$ cat src/rtl/hpc_pkg.sv
`timescale 1ns/1ps
package hpc_pkg;

   typedef enum logic [0:0] {
      PH_DRAIN = 1'b0,
      PH_RUN   = 1'b1
   } hpc_phase_e;

   localparam int unsigned OFF_INSERTED = 32'h00;
   localparam int unsigned OFF_PENDING  = 32'h04;
   localparam int unsigned OFF_EJECT    = 32'h08;
   localparam int unsigned OFF_CAPABLE  = 32'h0C;
   localparam int unsigned OFF_EVT_STS  = 32'h10;
   localparam int unsigned OFF_EVT_EN   = 32'h14;

   localparam int unsigned MIN_ADDR_W   = 5;

endpackage

$ cat src/rtl/hpc_lowbit.sv
`timescale 1ns/1ps
module hpc_lowbit #(
   parameter int unsigned W     = 32,
   parameter bit          ARITH = 1'b1
) (
   input  logic [W-1:0] vec_i,
   output logic [W-1:0] onehot_o,
   output logic         found_o
);

   if (W < 1) begin : g_bad_w
      $error("hpc_lowbit: W must be at least 1");
   end

   if (ARITH) begin : g_arith
      // two's complement isolates the lowest set bit
      assign onehot_o = vec_i & (~vec_i + 1'b1);
      assign found_o  = |vec_i;
   end else begin : g_ripple
      logic [W-1:0] seen;
      for (genvar i = 0; i < W; i++) begin : g_bit
         if (i == 0) begin : g_first
            assign onehot_o[i] = vec_i[i];
            assign seen[i]     = vec_i[i];
         end else begin : g_rest
            assign onehot_o[i] = vec_i[i] & ~seen[i-1];
            assign seen[i]     = seen[i-1] | vec_i[i];
         end
      end
      assign found_o = seen[W-1];
   end

endmodule

$ cat src/rtl/hpc_slot_state.sv
`timescale 1ns/1ps
module hpc_slot_state
   import hpc_pkg::*;
#(
   parameter int unsigned NUM_SLOTS = 32,
   parameter bit          ARITH     = 1'b1
) (
   input  logic                 clk_i,
   input  logic                 rst_ni,
   input  logic                 sys_rst_i,
   input  logic [NUM_SLOTS-1:0] cap_mask_i,
   input  logic [NUM_SLOTS-1:0] ins_i,
   input  logic [NUM_SLOTS-1:0] rmv_i,
   input  logic                 ej_we_i,
   input  logic [NUM_SLOTS-1:0] ej_sel_i,
   output logic [NUM_SLOTS-1:0] present_o,
   output logic [NUM_SLOTS-1:0] pending_o,
   output logic [NUM_SLOTS-1:0] capable_o,
   output logic                 run_o
);

   hpc_phase_e           phase_q;
   logic [NUM_SLOTS-1:0] present_q, pending_q, cap_q;
   logic [NUM_SLOTS-1:0] present_d, pending_d;
   logic [NUM_SLOTS-1:0] drain_sel, sel, ins_eff, rmv_eff;
   logic                 drain_found;
   logic                 run, draining, drain_done;

   hpc_lowbit #(.W(NUM_SLOTS), .ARITH(ARITH)) u_drain_pick (
      .vec_i    (pending_q),
      .onehot_o (drain_sel),
      .found_o  (drain_found)
   );

   assign run        = (phase_q == PH_RUN) && !sys_rst_i;
   assign draining   = (phase_q == PH_DRAIN);
   assign drain_done = draining && !drain_found;

   always_comb begin
      sel     = '0;
      ins_eff = '0;
      rmv_eff = '0;
      if (run) begin
         ins_eff = ins_i;
         rmv_eff = rmv_i;
         if (ej_we_i) sel = ej_sel_i;
      end else if (draining) begin
         sel = drain_sel;
      end
   end

   // eject applied first, then insert / remove request
   for (genvar s = 0; s < NUM_SLOTS; s++) begin : g_slot
      assign present_d[s] = (present_q[s] & ~(sel[s] & cap_q[s])) | ins_eff[s];
      assign pending_d[s] = (pending_q[s] & ~sel[s]) | rmv_eff[s];
   end

   always_ff @(posedge clk_i or negedge rst_ni) begin
      if (!rst_ni) begin
         phase_q   <= PH_DRAIN;
         present_q <= '0;
         pending_q <= '0;
         cap_q     <= '0;
      end else begin
         present_q <= present_d;
         pending_q <= pending_d;
         if (drain_done) begin
            cap_q   <= cap_mask_i;
            phase_q <= PH_RUN;
         end else if ((phase_q == PH_RUN) && sys_rst_i) begin
            phase_q <= PH_DRAIN;
         end
      end
   end

   assign present_o = present_q;
   assign pending_o = pending_q;
   assign capable_o = cap_q;
   assign run_o     = run;

   // an eject clears the selected pending bit unless re-requested
   a_r4_eject_clears_pending: assert property (@(posedge clk_i) disable iff (!rst_ni)
      (run && ej_we_i && (ej_sel_i != '0) && ((ej_sel_i & rmv_i) == '0))
      |=> ((pending_q & $past(ej_sel_i)) == '0));

   // a non-capable slot never loses its present bit
   a_r4_fixed_slot_kept: assert property (@(posedge clk_i) disable iff (!rst_ni)
      (phase_q == PH_RUN)
      |=> (($past(present_q) & ~$past(cap_q) & ~present_q) == '0));

   // each drain cycle retires exactly one pending slot
   a_r10_drain_one_step: assert property (@(posedge clk_i) disable iff (!rst_ni)
      (draining && (pending_q != '0))
      |=> ($countones(pending_q) + 1 == $countones($past(pending_q))));

   // no slot becomes present while draining
   a_r10_drain_no_insert: assert property (@(posedge clk_i) disable iff (!rst_ni)
      draining |=> ((present_q & ~$past(present_q)) == '0));

   // the capable bitmap is frozen during normal operation
   a_r3_cap_frozen: assert property (@(posedge clk_i) disable iff (!rst_ni)
      (phase_q == PH_RUN) |=> $stable(cap_q));

endmodule

$ cat src/rtl/hpc_event.sv
`timescale 1ns/1ps
module hpc_event (
   input  logic clk_i,
   input  logic rst_ni,
   input  logic hot_evt_i,
   input  logic sts_we_i,
   input  logic en_we_i,
   input  logic wbit_i,
   output logic sts_o,
   output logic en_o,
   output logic irq_o
);

   logic sts_q, en_q;
   logic clr;

   assign clr = sts_we_i && wbit_i;

   always_ff @(posedge clk_i or negedge rst_ni) begin
      if (!rst_ni) begin
         sts_q <= 1'b0;
         en_q  <= 1'b0;
      end else begin
         if (hot_evt_i)   sts_q <= 1'b1;
         else if (clr)    sts_q <= 1'b0;
         if (en_we_i)     en_q  <= wbit_i;
      end
   end

   assign sts_o = sts_q;
   assign en_o  = en_q;
   assign irq_o = sts_q & en_q;

   // a new event wins over a same-cycle clear
   a_r8_event_sets: assert property (@(posedge clk_i) disable iff (!rst_ni)
      hot_evt_i |=> sts_q);

   // write-1-to-clear without a competing event clears
   a_r8_w1c_clears: assert property (@(posedge clk_i) disable iff (!rst_ni)
      (clr && !hot_evt_i) |=> !sts_q);

   // status only moves on an event or a clear
   a_r8_status_holds: assert property (@(posedge clk_i) disable iff (!rst_ni)
      (!hot_evt_i && !clr) |=> $stable(sts_q));

endmodule

$ cat src/rtl/hpc_bus_decode.sv
`timescale 1ns/1ps
module hpc_bus_decode
   import hpc_pkg::*;
#(
   parameter int unsigned ADDR_W    = 8,
   parameter int unsigned DATA_W    = 32,
   parameter int unsigned NUM_SLOTS = 32,
   parameter int unsigned EVT_BIT   = 1
) (
   input  logic [ADDR_W-1:0]    addr_i,
   input  logic                 we_i,
   input  logic [NUM_SLOTS-1:0] present_i,
   input  logic [NUM_SLOTS-1:0] pending_i,
   input  logic [NUM_SLOTS-1:0] capable_i,
   input  logic                 sts_i,
   input  logic                 en_i,
   output logic [DATA_W-1:0]    rdata_o,
   output logic                 ej_we_o,
   output logic                 sts_we_o,
   output logic                 en_we_o
);

   localparam logic [ADDR_W-1:0] A_INS = ADDR_W'(OFF_INSERTED);
   localparam logic [ADDR_W-1:0] A_PND = ADDR_W'(OFF_PENDING);
   localparam logic [ADDR_W-1:0] A_EJ  = ADDR_W'(OFF_EJECT);
   localparam logic [ADDR_W-1:0] A_CAP = ADDR_W'(OFF_CAPABLE);
   localparam logic [ADDR_W-1:0] A_STS = ADDR_W'(OFF_EVT_STS);
   localparam logic [ADDR_W-1:0] A_EN  = ADDR_W'(OFF_EVT_EN);

   logic [DATA_W-1:0] ins_w, pnd_w, cap_w, sts_w, en_w;

   if (NUM_SLOTS == DATA_W) begin : g_full
      assign ins_w = present_i & capable_i;
      assign pnd_w = pending_i;
      assign cap_w = capable_i;
   end else begin : g_pad
      localparam int unsigned PAD = DATA_W - NUM_SLOTS;
      assign ins_w = {{PAD{1'b0}}, present_i & capable_i};
      assign pnd_w = {{PAD{1'b0}}, pending_i};
      assign cap_w = {{PAD{1'b0}}, capable_i};
   end

   always_comb begin
      sts_w          = '0;
      en_w           = '0;
      sts_w[EVT_BIT] = sts_i;
      en_w[EVT_BIT]  = en_i;
   end

   always_comb begin
      unique case (addr_i)
         A_INS:   rdata_o = ins_w;
         A_PND:   rdata_o = pnd_w;
         A_CAP:   rdata_o = cap_w;
         A_STS:   rdata_o = sts_w;
         A_EN:    rdata_o = en_w;
         default: rdata_o = '0;
      endcase
   end

   assign ej_we_o  = we_i && (addr_i == A_EJ);
   assign sts_we_o = we_i && (addr_i == A_STS);
   assign en_we_o  = we_i && (addr_i == A_EN);

endmodule

$ cat src/rtl/hpc_slot_ctrl.sv
`timescale 1ns/1ps
module hpc_slot_ctrl
   import hpc_pkg::*;
#(
   parameter int unsigned NUM_SLOTS   = 32,
   parameter int unsigned DATA_W      = 32,
   parameter int unsigned ADDR_W      = 8,
   parameter int unsigned EVT_BIT     = 1,
   parameter bit          LOWBIT_ARITH = 1'b1
) (
   input  logic                 clk_i,
   input  logic                 rst_ni,
   input  logic                 sys_rst_i,
   input  logic [NUM_SLOTS-1:0] cap_mask_i,
   input  logic [NUM_SLOTS-1:0] ins_i,
   input  logic                 coldplug_i,
   input  logic [NUM_SLOTS-1:0] rmv_i,
   input  logic [ADDR_W-1:0]    addr_i,
   input  logic                 we_i,
   input  logic [DATA_W-1:0]    wdata_i,
   output logic [DATA_W-1:0]    rdata_o,
   output logic                 irq_o
);

   if (NUM_SLOTS < 1 || NUM_SLOTS > DATA_W) begin : g_bad_slots
      $error("hpc_slot_ctrl: NUM_SLOTS must be 1..DATA_W");
   end
   if (EVT_BIT >= DATA_W) begin : g_bad_evt
      $error("hpc_slot_ctrl: EVT_BIT outside data word");
   end
   if (ADDR_W < MIN_ADDR_W) begin : g_bad_addr
      $error("hpc_slot_ctrl: ADDR_W too narrow for register window");
   end

   logic [DATA_W-1:0]    ej_onehot;
   logic                 ej_found;
   logic                 ej_we, sts_we, en_we;
   logic [NUM_SLOTS-1:0] present, pending, capable;
   logic                 run, sts, en, hot_evt;

   hpc_lowbit #(.W(DATA_W), .ARITH(LOWBIT_ARITH)) u_ej_pick (
      .vec_i    (wdata_i),
      .onehot_o (ej_onehot),
      .found_o  (ej_found)
   );

   hpc_bus_decode #(
      .ADDR_W    (ADDR_W),
      .DATA_W    (DATA_W),
      .NUM_SLOTS (NUM_SLOTS),
      .EVT_BIT   (EVT_BIT)
   ) u_decode (
      .addr_i    (addr_i),
      .we_i      (we_i),
      .present_i (present),
      .pending_i (pending),
      .capable_i (capable),
      .sts_i     (sts),
      .en_i      (en),
      .rdata_o   (rdata_o),
      .ej_we_o   (ej_we),
      .sts_we_o  (sts_we),
      .en_we_o   (en_we)
   );

   hpc_slot_state #(.NUM_SLOTS(NUM_SLOTS), .ARITH(LOWBIT_ARITH)) u_state (
      .clk_i      (clk_i),
      .rst_ni     (rst_ni),
      .sys_rst_i  (sys_rst_i),
      .cap_mask_i (cap_mask_i),
      .ins_i      (ins_i),
      .rmv_i      (rmv_i),
      .ej_we_i    (ej_we && ej_found),
      .ej_sel_i   (ej_onehot[NUM_SLOTS-1:0]),
      .present_o  (present),
      .pending_o  (pending),
      .capable_o  (capable),
      .run_o      (run)
   );

   assign hot_evt = run && (((ins_i != '0) && !coldplug_i) || (rmv_i != '0));

   hpc_event u_event (
      .clk_i     (clk_i),
      .rst_ni    (rst_ni),
      .hot_evt_i (hot_evt),
      .sts_we_i  (sts_we),
      .en_we_i   (en_we),
      .wbit_i    (wdata_i[EVT_BIT]),
      .sts_o     (sts),
      .en_o      (en),
      .irq_o     (irq_o)
   );

   // an insert strobe always leaves the slot present next cycle
   a_r9_insert_wins: assert property (@(posedge clk_i) disable iff (!rst_ni)
      (run && (ins_i != '0)) |=> ((present & $past(ins_i)) == $past(ins_i)));

endmodule

$ cat config.mk
export PLATFORM = sky130hd
export DESIGN_NAME = hpc_slot_ctrl
export DESIGN_NICKNAME = d
export VERILOG_FILES = /design/src/rtl/hpc_pkg.sv /design/src/rtl/hpc_lowbit.sv /design/src/rtl/hpc_slot_state.sv /design/src/rtl/hpc_event.sv /design/src/rtl/hpc_bus_decode.sv /design/src/rtl/hpc_slot_ctrl.sv
export SDC_FILE = /design/constraint.sdc
export NUM_CORES = 1
export LEC_CHECK = 0
export ABC_CLOCK_PERIOD_IN_PS = 2200
export BUFFER_PORTS_ARGS = -buffer_cell sky130_fd_sc_hd__buf_2
export CAP_MARGIN = 20
export CORE_MARGIN = 2
export CORE_UTILIZATION = 50
export CTS_BUF_LIST = sky130_fd_sc_hd__clkbuf_8
export DETAILED_ROUTE_END_ITERATION = 8
export GPL_TIMING_DRIVEN = 0
export PLACE_DENSITY = 0.79
export SYNTH_ARGS = -nofsm -noshare
export SYNTH_HDL_FRONTEND = slang
export SYNTH_HIERARCHICAL = 1
export SYNTH_SLANG_ARGS = --single-unit
export TNS_END_PERCENT = 1
$ cat constraint.sdc
create_clock -name clk_i -period 2.2 [get_ports clk_i]
set_clock_uncertainty 0.05 [all_clocks]
set_input_delay 0.11 -clock clk_i [delete_from_list [all_inputs] [get_ports clk_i]]
set_output_delay 0.11 -clock clk_i [all_outputs]
set_load 0.1 [all_outputs]
**Word-level counts from Yosys, hierarchy flattened**

Cells that the tools add are included.

- Reduce and logical (&&, ||, !) cells: 21
- Bitwise gates (word level): 231
- Add/sub/neg operators: 2
- Equality and inequality tests: 5
- Multiplexer cells: 10

Operators with widths:

| operator | count |
|---|---|
| $mux 32 | 5 |
| $pmux 32 s5 | 1 |
| $and 1x1->1 | 97 |
| $and 32x32->32 | 3 |
| $not 1->1 | 65 |
| $add 32x1->32 const B | 2 |
| $not 32->32 | 2 |
| $or 1x1->1 | 64 |
| $reduce_bool 32->1 | 2 |
| $reduce_or 32->1 | 2 |
| $eq 8x4->1 const B | 2 |
| $eq 8x5->1 const B | 2 |
| $logic_and 1x1->1 | 10 |
| $eq 8x3->1 const B | 1 |
| $logic_not 8->1 | 1 |
| $mux 1 | 4 |
| $reduce_bool 2->1 | 2 |
| $logic_not 1->1 | 3 |
| $logic_or 1x1->1 | 1 |

- Bits in registers: 99
- Output and inout port bits: 33
- Bits of input ports: 141
- Word-level logic and storage cells: 275

**Depth between registers and ports, before layout**

Gate-level depths: netlist (run 1).

- Word-level depth: 9
- Mapped depth: 9

**Modules after synthesis**

The synthesis (run 1) kept the hierarchy.

Modules (own cells, without submodules):

| module | times used | cells an instance | area each (µm²) |
|---|---|---|---|
| hpc_slot_state | 1 | 347 | 4367.9 |
| hpc_bus_decode | 1 | 190 | 1207.4 |
| hpc_lowbit | 2 | 80 | 498.0 |
| hpc_slot_ctrl | 1 | 24 | 156.4 |
| hpc_event | 1 | 6 | 82.6 |

**Worst setup path before layout (run 1)**

Ideal clock, no wire load.

- Path type: input-to-output
- Start: input addr_i[1]
- End: output rdata_o[13]
- Slack: -0.529 ns
- Buffers on the path: 1
- Stages: 4
- Data arrival time: 2.569 ns
- Cell sequence: or4_4 -> or3_1 -> buf_6 -> a21oi_1

- Cells in the longest elaborated chain, start to end: 2
- Elaborated cells on any way between the ends: 6
- Those cells by class: eq/ne (4); mux (1); reduce/logical (1)

Ends and longest elaborated chain:

| what | line | source |
|---|---|---|
| start, declared | hpc_slot_ctrl.sv:18 | `input logic [ADDR_W-1:0] addr_i,` |
| $eq 8x5->1 (tied with other cells) | hpc_bus_decode.sv:51 | `unique case (addr_i)` |
| $pmux 32 s5 (*) | hpc_bus_decode.sv:51 |  |
| end, declared | hpc_slot_ctrl.sv:21 | `output logic [DATA_W-1:0] rdata_o,` |

Every way passes the cells marked *; elsewhere a longest branch is shown, timed or not.

**Final worst setup path (run 1)**

- Start: register u_state.pending_q[10] (netlist: u_state/pending_o[10])
- End: register u_state.cap_q[30] (netlist: u_state/capable_o[30])

- Cells in the longest elaborated chain, start to end: 3

Ends and longest elaborated chain:

| what | line | source |
|---|---|---|
| start, declared | hpc_slot_state.sv:23 | `logic [NUM_SLOTS-1:0] present_q, pending_q, cap_q;` |
| start signal, assigned | hpc_slot_state.sv:66 | `pending_q <= pending_d;` |
| $reduce_or 32->1 | hpc_lowbit.sv:18 | `assign found_o = \|vec_i;` |
| named net u_state.drain_found | hpc_slot_state.sv:26 | `logic drain_found;` |
| $logic_not 1->1 | hpc_slot_state.sv:37 | `assign drain_done = draining && !drain_found;` |
| $logic_and 1x1->1 | hpc_slot_state.sv:37 |  |
| end signal, assigned | hpc_slot_state.sv:68 | `cap_q <= cap_mask_i;` |
| end, declared | hpc_slot_state.sv:23 |  |

The timed path passes the listed nets, and every way through them passes these cells.
A chain may end at the register's enable or synchronous reset.

==> impl_metrics.py, run 1 <==
metrics = {
    "drt": {
        "drc_violations": 0,
        "vias": 7316,
        "drt_first_pass_iters": 5,
        "drt_iter0_drcs": 765,
        "route.antenna.remaining_nets": 0,
        "finalWirelength_um": 25020,
        "vias_per_cell": 6.066,
        "avgRoutedWirePerCell_um": 20.74,
    },
    "placement": {
        "place_ws_ns": -0.5579,
        "place_hpwl_um": 16570,
        "placedCellCount": 1076,
        "port-buffer-count": 172,
        "routabilityCongestion": 0.9008,
        "detailed_place.area_mm2": 0.007925,
    },
    "layout": {
        "fin_area_mm2": 0.009522,
        "final-instance-count-excl-fill": 1206,
        "finish.net_count": 1166,
        "drive_above_1_share": 0.3175,
        "area_growth_syn_to_layout_pct": 39.81,
        "insertedDiodeCount": 0,
    },
    "run": {
        "cap_violations": 0,
    },
    "pwr": {
        "power_density_relative_to_cell_area_mw_per_mm2": 747.8,
        "ir_drop_v": 0.0004971,
        "clk_pwr_share": 0.203,
        "leakage_nw": 4.238,
        "seqPwrFrac": 0.387,
        "power.switching_fraction": 0.3801,
        "internal_power_w": 0.004414,
        "switching_power_w": 0.002706,
        "pwr-share-comb": 0.410,
        "design_power_total_w": 0.007120,
    },
    "critical_path": {
        "worst-path-max-fanout": 7,
        "crit_path_cell_trace": "nor4_4 > buf_4 > nand4_4 > or3_4 > nor2_4 > buf_12 > clkbuf_16 > mux2_4",
        "crit_slowest_cell": "sky130_fd_sc_hd__dfrtp_2",
        "slowest_delay_ns": 0.46,
        "critical_path_arrival_ns": 2.62,
        "start_kind": "flip-flop",
        "critPathCaptureType": "flip-flop",
        "crit_buf_inv": 3,
        "cpLargestDelayFamily": "simple AND/OR/NAND/NOR gates",
        "setup.worst_path.class": "reg -> reg",
        "crit_required_ns": 2.43,
    },
    "synth": {
        "synthesis.area_per_instance_um2": 9.368,
        "synth_top_family_by_area": "simple AND/OR/NAND/NOR gates",
        "synth-edff-count": 0,
        "synthAdderAreaFrac": 0,
        "netlist-cell-type-count": 46,
        "ys_warn_count": 6,
        "sequential_area_share_after_synthesis": 0.3638,
        "mappedNetlistArea_mm2": 0.006810,
        "postSynthNetCount": 868,
        "synthArstFlopShare": 1.000,
        "complex_gate_fraction_of_the_synthesized_area": 0.1861,
        "postSynthRegisterBits": 99,
        "fraction_of_the_mapped_netlist_area_in_simple_logic_gates": 0.3386,
        "muxShareOfSynthArea": 0.05659,
        "xor_and_xnor_fraction_of_the_mapped_netlist_area": 0,
        "dominantRegCellSynth": "sky130_fd_sc_hd__dfrtp_1",
        "postSynthCellCount": 727,
    },
    "sta": {
        "rsz0062_at_grt": "true",
        "worst_slew_margin_rel": 0.5123,
        "setup_ws_ns": -0.1945,
        "finalMaxSlewViolations": 0,
        "fmax_mhz": 417.6,
        "crit_share_post_route": 1.088,
        "finalSetupViolations": 95,
        "finalHoldViolations": 0,
        "slew_at_the_pin_closest_to_its_max_slew_limit_ns": 0.7316,
        "period_needed_ns": 2.395,
    },
    "global_routing": {
        "grt_pass1_wl_um": 37350,
        "grt_max_degree": 57,
        "first_global_vias": 7094,
        "gr-total-overflow": 0,
        "antenna_found_initial": 1,
        "global_route.usage.total": 0.3361,
    },
    "clock_network": {
        "worstSkewPairLatency_ns": 0.40,
        "cts_max_level": 3,
        "clkSinkCount": 99,
        "cts_tree": "done",
        "max-clock-path-buffers": 2,
        "clk_transition_reported_paths_ns": 0.10,
        "tritoncts.num_buffers": 9,
        "clock_tree.root_cell": "sky130_fd_sc_hd__clkbuf_8",
    },
    "floorplan": {
        "ioPinCount": 174,
        "core_area_mm2": 0.01330,
        "floorplan.rows": 42,
        "fp.dieH_um": 120.7,
        "floorplan.die.width_um": 120.7,
        "dieArea_mm2": 0.01457,
        "initial_core_util": 0.5122,
    },
    "outcome": {
        "violations_in_the_final_reports": "setup timing",
        "run_status": "finished with violations",
    },
    "worst_hold_path": {
        "hold_path_class": "in -> reg",
    },
}
[flip-flops by register name, summed over array words and instances, names as in the netlist]
register,flops
u_event/sts_o,1
u_state/capable_o,32
u_event/en_o,1
u_state/phase_q,1
u_state/present_o,32
u_state/pending_o,32
[synth_stat cells, types with 4 or more instances]
cell type	instances	area, um^2
sky130_fd_sc_hd__a21oi_2	30	262.8
sky130_fd_sc_hd__nand2_1	81	304.0
sky130_fd_sc_hd__buf_2	5	25.02
sky130_fd_sc_hd__and4b_1	32	320.3
sky130_fd_sc_hd__nor3b_1	10	75.07
sky130_fd_sc_hd__nand3b_1	34	255.2
sky130_fd_sc_hd__nand4_1	6	37.54
sky130_fd_sc_hd__nor2b_1	36	225.2
sky130_fd_sc_hd__nor4b_1	12	105.1
sky130_fd_sc_hd__inv_1	10	37.54
sky130_fd_sc_hd__nor2_1	57	214.0
sky130_fd_sc_hd__mux2_1	32	360.4
sky130_fd_sc_hd__clkbuf_1	19	71.32
sky130_fd_sc_hd__a21o_1	31	232.7
sky130_fd_sc_hd__buf_6	14	157.7
sky130_fd_sc_hd__nor4_4	4	85.08
sky130_fd_sc_hd__nor4_1	19	118.9
sky130_fd_sc_hd__nand3_1	10	50.05
sky130_fd_sc_hd__a22o_1	64	560.5
sky130_fd_sc_hd__nor3_1	44	220.2
sky130_fd_sc_hd__dfrtp_1	99	2477
sky130_fd_sc_hd__o21ai_1	34	170.2
[layout by cell type, fill, tap and decap left out, drive strengths merged, types with 12 or more instances in the layout]
cell         instances
buf                212
nor2                58
nor4b               12
nand3               12
nor3                45
and4b               32
a22o                64
mux2                33
a21o                31
nor4                26
o21ai               34
clkbuf              31
a21oi               32
nand2               81
nor2b               37
dfrtp               99
inv                 12
nand3b              34
dlygate4sd3         97
[what timing repair did]
item | 4_1_cts | 5_1_grt
gates resized for setup | 36 | 15
setup buffers | 9 | 5
pin swaps | 6 | 6
gates cloned | 1 | 2
endpoints found under the hold margin | 139 | 0
hold buffers | 97 | 0
setup endpoints to repair | 106 | 108
[power groups by stage]
| stage | sequential (W) | clock [W] | combinational (W) |
|---|---|---|---|
| 6_report | 0.00276 | 0.00145 | 0.00292 |
| 5_1_grt | 0.00281 | 0.00153 | 0.00308 |
| 4_1_cts | 0.00273 | 0.00147 | 0.00268 |
| 3_5_place_dp | 0.00274 | 0 | 0.00233 |
| 3_3_place_gp | 0.00273 | 0 | 0.00227 |
| 2_1_floorplan | 0.00261 | 0 | 0.00171 |
[area by class of cell]
class	count	area, um^2
Clock inverter	6	105.1
Buffer	44	371.6
Timing Repair Buffer	287	2062
Sequential cell	99	2484
Tap cell	176	220.2
Multi-Input combinational cell	574	4104
Clock buffer	10	137.6
Inverter	10	37.54
Fill cell	1003	3774
[layer usage]
layer	vias to the layer above	share of wire	track usage
met4	2	0.030	0.1279
met3	67	0.092	0.06415
li1	3290	-	-
met5	-	0.00028	0
met1	3495	0.40	0.4468
met2	462	0.47	0.5438
[final timing paths]
path                       cells past startpoint                   from  slack [ns]                    end
hold reg to reg                                1   u_state/present_o[3]        0.46   u_state/present_o[3]
setup / recovery                               8  u_state/pending_o[10]       -0.19  u_state/capable_o[30]
max in group asynchronous                      3                 rst_ni        1.17   u_state/pending_o[1]
setup reg to reg                               8  u_state/pending_o[10]       -0.19  u_state/capable_o[30]
hold / removal                                 3             wdata_i[1]        0.04          u_event/sts_o
min in group asynchronous                      2                 rst_ni        0.20  u_state/capable_o[11]
[stage by stage]
| stage | util | hold WS (ns) | TNS [ns] |
|---|---|---|---|
| floorplan | - | -0.2356 | -4.564 |
| global placement | 0.5938 | 0.2757 | -58.14 |
| detailed placement | 0.5961 | 0.1099 | -44.55 |
| CTS | 0.7051 | 0.008941 | -4.237 |
| global route | 0.7162 | 0.04784 | -13.08 |
| finish | 0.7162 | 0.04272 | -7.927 |
[logic make-up (layout without fill, tap and decap cells)]
logic type,Yosys count,in the layout
mux,34,34
flops,99,99
simple gates,375,375
buf+inv,54,357
compound gates,165,165
[worst register-to-register path, cell delays in order (launching register included)]
cell and delay [ns]:
sky130_fd_sc_hd__dfrtp_2 0.46, sky130_fd_sc_hd__nor4_4 0.27, sky130_fd_sc_hd__buf_4 0.18, sky130_fd_sc_hd__nand4_4 0.08
sky130_fd_sc_hd__or3_4 0.42, sky130_fd_sc_hd__nor2_4 0.17, sky130_fd_sc_hd__buf_12 0.18, sky130_fd_sc_hd__clkbuf_16 0.17
sky130_fd_sc_hd__mux2_4 0.29
No activity file was read; power rests on OpenSTA's default activity.
==> inputs of run 2 (changes only) <==
--- a/config.mk
+++ b/config.mk
@@ -14,6 +14,7 @@
 export DETAILED_ROUTE_END_ITERATION = 8
 export GPL_TIMING_DRIVEN = 0
 export PLACE_DENSITY = 0.79
+export RECOVER_POWER = 100
 export SYNTH_ARGS = -nofsm -noshare
 export SYNTH_HDL_FRONTEND = slang
 export SYNTH_HIERARCHICAL = 1
==> run 2 against run 1 <==
The flow still finishes with violations (setup timing). Non-clock buffer count unchanged. Critical path type unchanged. Die area unchanged. Clock power about the same.
==> impl_metrics.py, run 2 (same netlist as run 1, synthesis figures left out) <==
metrics = {
    "sta": {
        "finalMaxSlewViolations": 0,
        "worst_slew_margin_rel": 0.2288,
        "finalHoldViolations": 0,
        "period_needed_ns": 2.393,
        "setup_tns_ns": -9.142,
        "crit_share_post_route": 1.088,
        "finalSetupViolations": 104,
        "fmax_mhz": 417.9,
        "setup_ws_ns": -0.1928,
        "slew_at_the_pin_closest_to_its_max_slew_limit_ns": 1.162,
        "rsz0062_at_grt": "true",
    },
    "placement": {
        "port-buffer-count": 172,
        "detailed_place.area_mm2": 0.007925,
        "place_hpwl_um": 16570,
        "routabilityCongestion": 0.9008,
    },
    "critical_path": {
        "crit_slowest_cell": "sky130_fd_sc_hd__dfrtp_2",
        "slowest_delay_ns": 0.46,
        "crit_path_cell_trace": "nor4_4 > buf_4 > nand4_4 > or3_4 > nor2_4 > buf_12 > clkbuf_16 > mux2_4",
        "reg2reg_slack_ns": -0.19,
        "worst-path-max-fanout": 7,
        "worstSetupEndpoint": "u_state/capable_o[30]",
        "cp-startpoint": "u_state/pending_o[10]",
        "setup.worst_path.class": "reg -> reg",
        "crit_required_ns": 2.43,
        "worst-r2r-cell-count": 8,
        "critical_path_arrival_ns": 2.62,
        "critPathCaptureType": "flip-flop",
        "crit-reg2reg-launch": "u_state/pending_o[10]",
        "crit_buf_inv": 3,
        "cpLargestDelayFamily": "simple AND/OR/NAND/NOR gates",
        "start_kind": "flip-flop",
        "critical_path.reg2reg.endpoint": "u_state/capable_o[30]",
        "cp.depth": 8,
    },
    "clock_network": {
        "clock_tree.root_cell": "sky130_fd_sc_hd__clkbuf_8",
        "worstSkewPairLatency_ns": 0.40,
        "cts_max_level": 3,
        "tritoncts.num_buffers": 9,
        "clkSinkCount": 99,
        "max-clock-path-buffers": 2,
        "cts_tree": "done",
        "clk_transition_reported_paths_ns": 0.10,
    },
    "layout": {
        "layout.area.seq_mm2": 0.002484,
        "finish.net_count": 1166,
        "fin_area_mm2": 0.009488,
        "final.fill_count": 1010,
        "layout.cells.most_common_list": "sky130_fd_sc_hd__buf_2, sky130_fd_sc_hd__dlygate4sd3_1, sky130_fd_sc_hd__dfrtp_1, sky130_fd_sc_hd__nand2_1, sky130_fd_sc_hd__a22o_1",
        "drive_above_1_share": 0.3136,
        "final_common_cell": "sky130_fd_sc_hd__buf_2",
        "finalCoreUtilization": 0.7136,
        "multi_input_area_mm2": 0.004096,
        "area_growth_syn_to_layout_pct": 39.32,
    },
    "floorplan": {
        "ioPinCount": 174,
        "fp.dieH_um": 120.7,
        "core_area_mm2": 0.01330,
        "floorplan.rows": 42,
        "dieArea_mm2": 0.01457,
        "floorplan.die.width_um": 120.7,
        "initial_core_util": 0.5122,
    },
    "drt": {
        "avgRoutedWirePerCell_um": 20.66,
        "finalWirelength_um": 24940,
        "vias_per_cell": 6.052,
        "drt_iter0_drcs": 735,
        "drc_violations": 0,
        "vias": 7305,
        "drt_first_pass_iters": 5,
        "route.antenna.remaining_nets": 0,
    },
    "pwr": {
        "ir_drop_v": 0.0005002,
        "design_power_total_w": 0.007092,
        "power_density_relative_to_cell_area_mw_per_mm2": 747.5,
        "leakage_nw": 4.217,
    },
    "global_routing": {
        "gr-total-overflow": 0,
        "global_route.usage.total": 0.3361,
        "first_global_vias": 7094,
        "grt_pass1_wl_um": 37350,
        "grt_max_degree": 57,
        "antenna_found_initial": 1,
    },
    "run": {
        "cap_violations": 0,
    },
    "outcome": {
        "run_status": "finished with violations",
        "violations_in_the_final_reports": "setup timing",
    },
    "worst_hold_path": {
        "hold_path_class": "in -> reg",
    },
}
run 2: layer usage:
metal,global-route usage,vias up,part of all wire
li1,-,3292,-
met4,0.1279,2,0.032
met3,0.06415,73,0.088
met1,0.4468,3498,0.41
met2,0.5438,440,0.47
met5,0,-,0.00028
run 2: how the worst min path moves through the flow:
stage          slack (ns)                     to            from  depth (start not counted)
5_1_grt              0.05           u_event/en_o      wdata_i[1]                          2
2_1_floorplan       -0.24           u_event/en_o          rst_ni                          0
4_1_cts             0.009          u_event/sts_o      wdata_i[1]                          3
3_3_place_gp         0.28  u_state/capable_o[16]  cap_mask_i[16]                          2
3_5_place_dp         0.11  u_state/present_o[11]          rst_ni                          1
6_report             0.04          u_event/sts_o      wdata_i[1]                          3
run 2: final cells by class:
class                           instances  area share
Antenna cell                            1   0.0002637
Inverter                               10    0.003956
Tap cell                              176     0.02321
Sequential cell                        99      0.2618
Buffer                                 44     0.03877
Timing Repair Buffer                  287      0.2147
Clock buffer                           10     0.01451
Clock inverter                          6     0.01108
Multi-Input combinational cell        574      0.4318
run 2: power breakdown:
group	internal [W]	total, W	leakage (nW)	switching (W)
Clock	0.000779	0.00145	0.125	0.000672
Combinational	0.00137	0.00289	2.85	0.00152
Sequential	0.00226	0.00275	1.24	0.000490
run 2: repair_timing:
action / in CTS / in global routing
pin swaps: 6 / 6
gates resized for setup: 36 / 15
hold buffers: 97 / 0
gates cloned: 1 / 2
hold endpoints to repair: 139 / 0
setup endpoints to repair: 106 / 108
setup buffers: 9 / 5
run 2: through the flow:
step           cells  hold WS, ns  setup WS, ns
5_1_grt         1206      0.04784       -0.2231
3_3_place_gp    1075       0.2757       -0.5252
3_5_place_dp    1076       0.1099       -0.5579
4_1_cts         1199     0.008941       -0.1511
2_1_floorplan    727      -0.2356       -0.1903
6_report        1207      0.04041       -0.1928
run 2: worst register-to-register path: cells and delay by family, from the launching register on:
kind / cells / cell delay [ns]
buffers and inverters: 3 / 0.52
DFF: 1 / 0.46
muxes: 1 / 0.29
and+or+nand+nor: 4 / 0.95
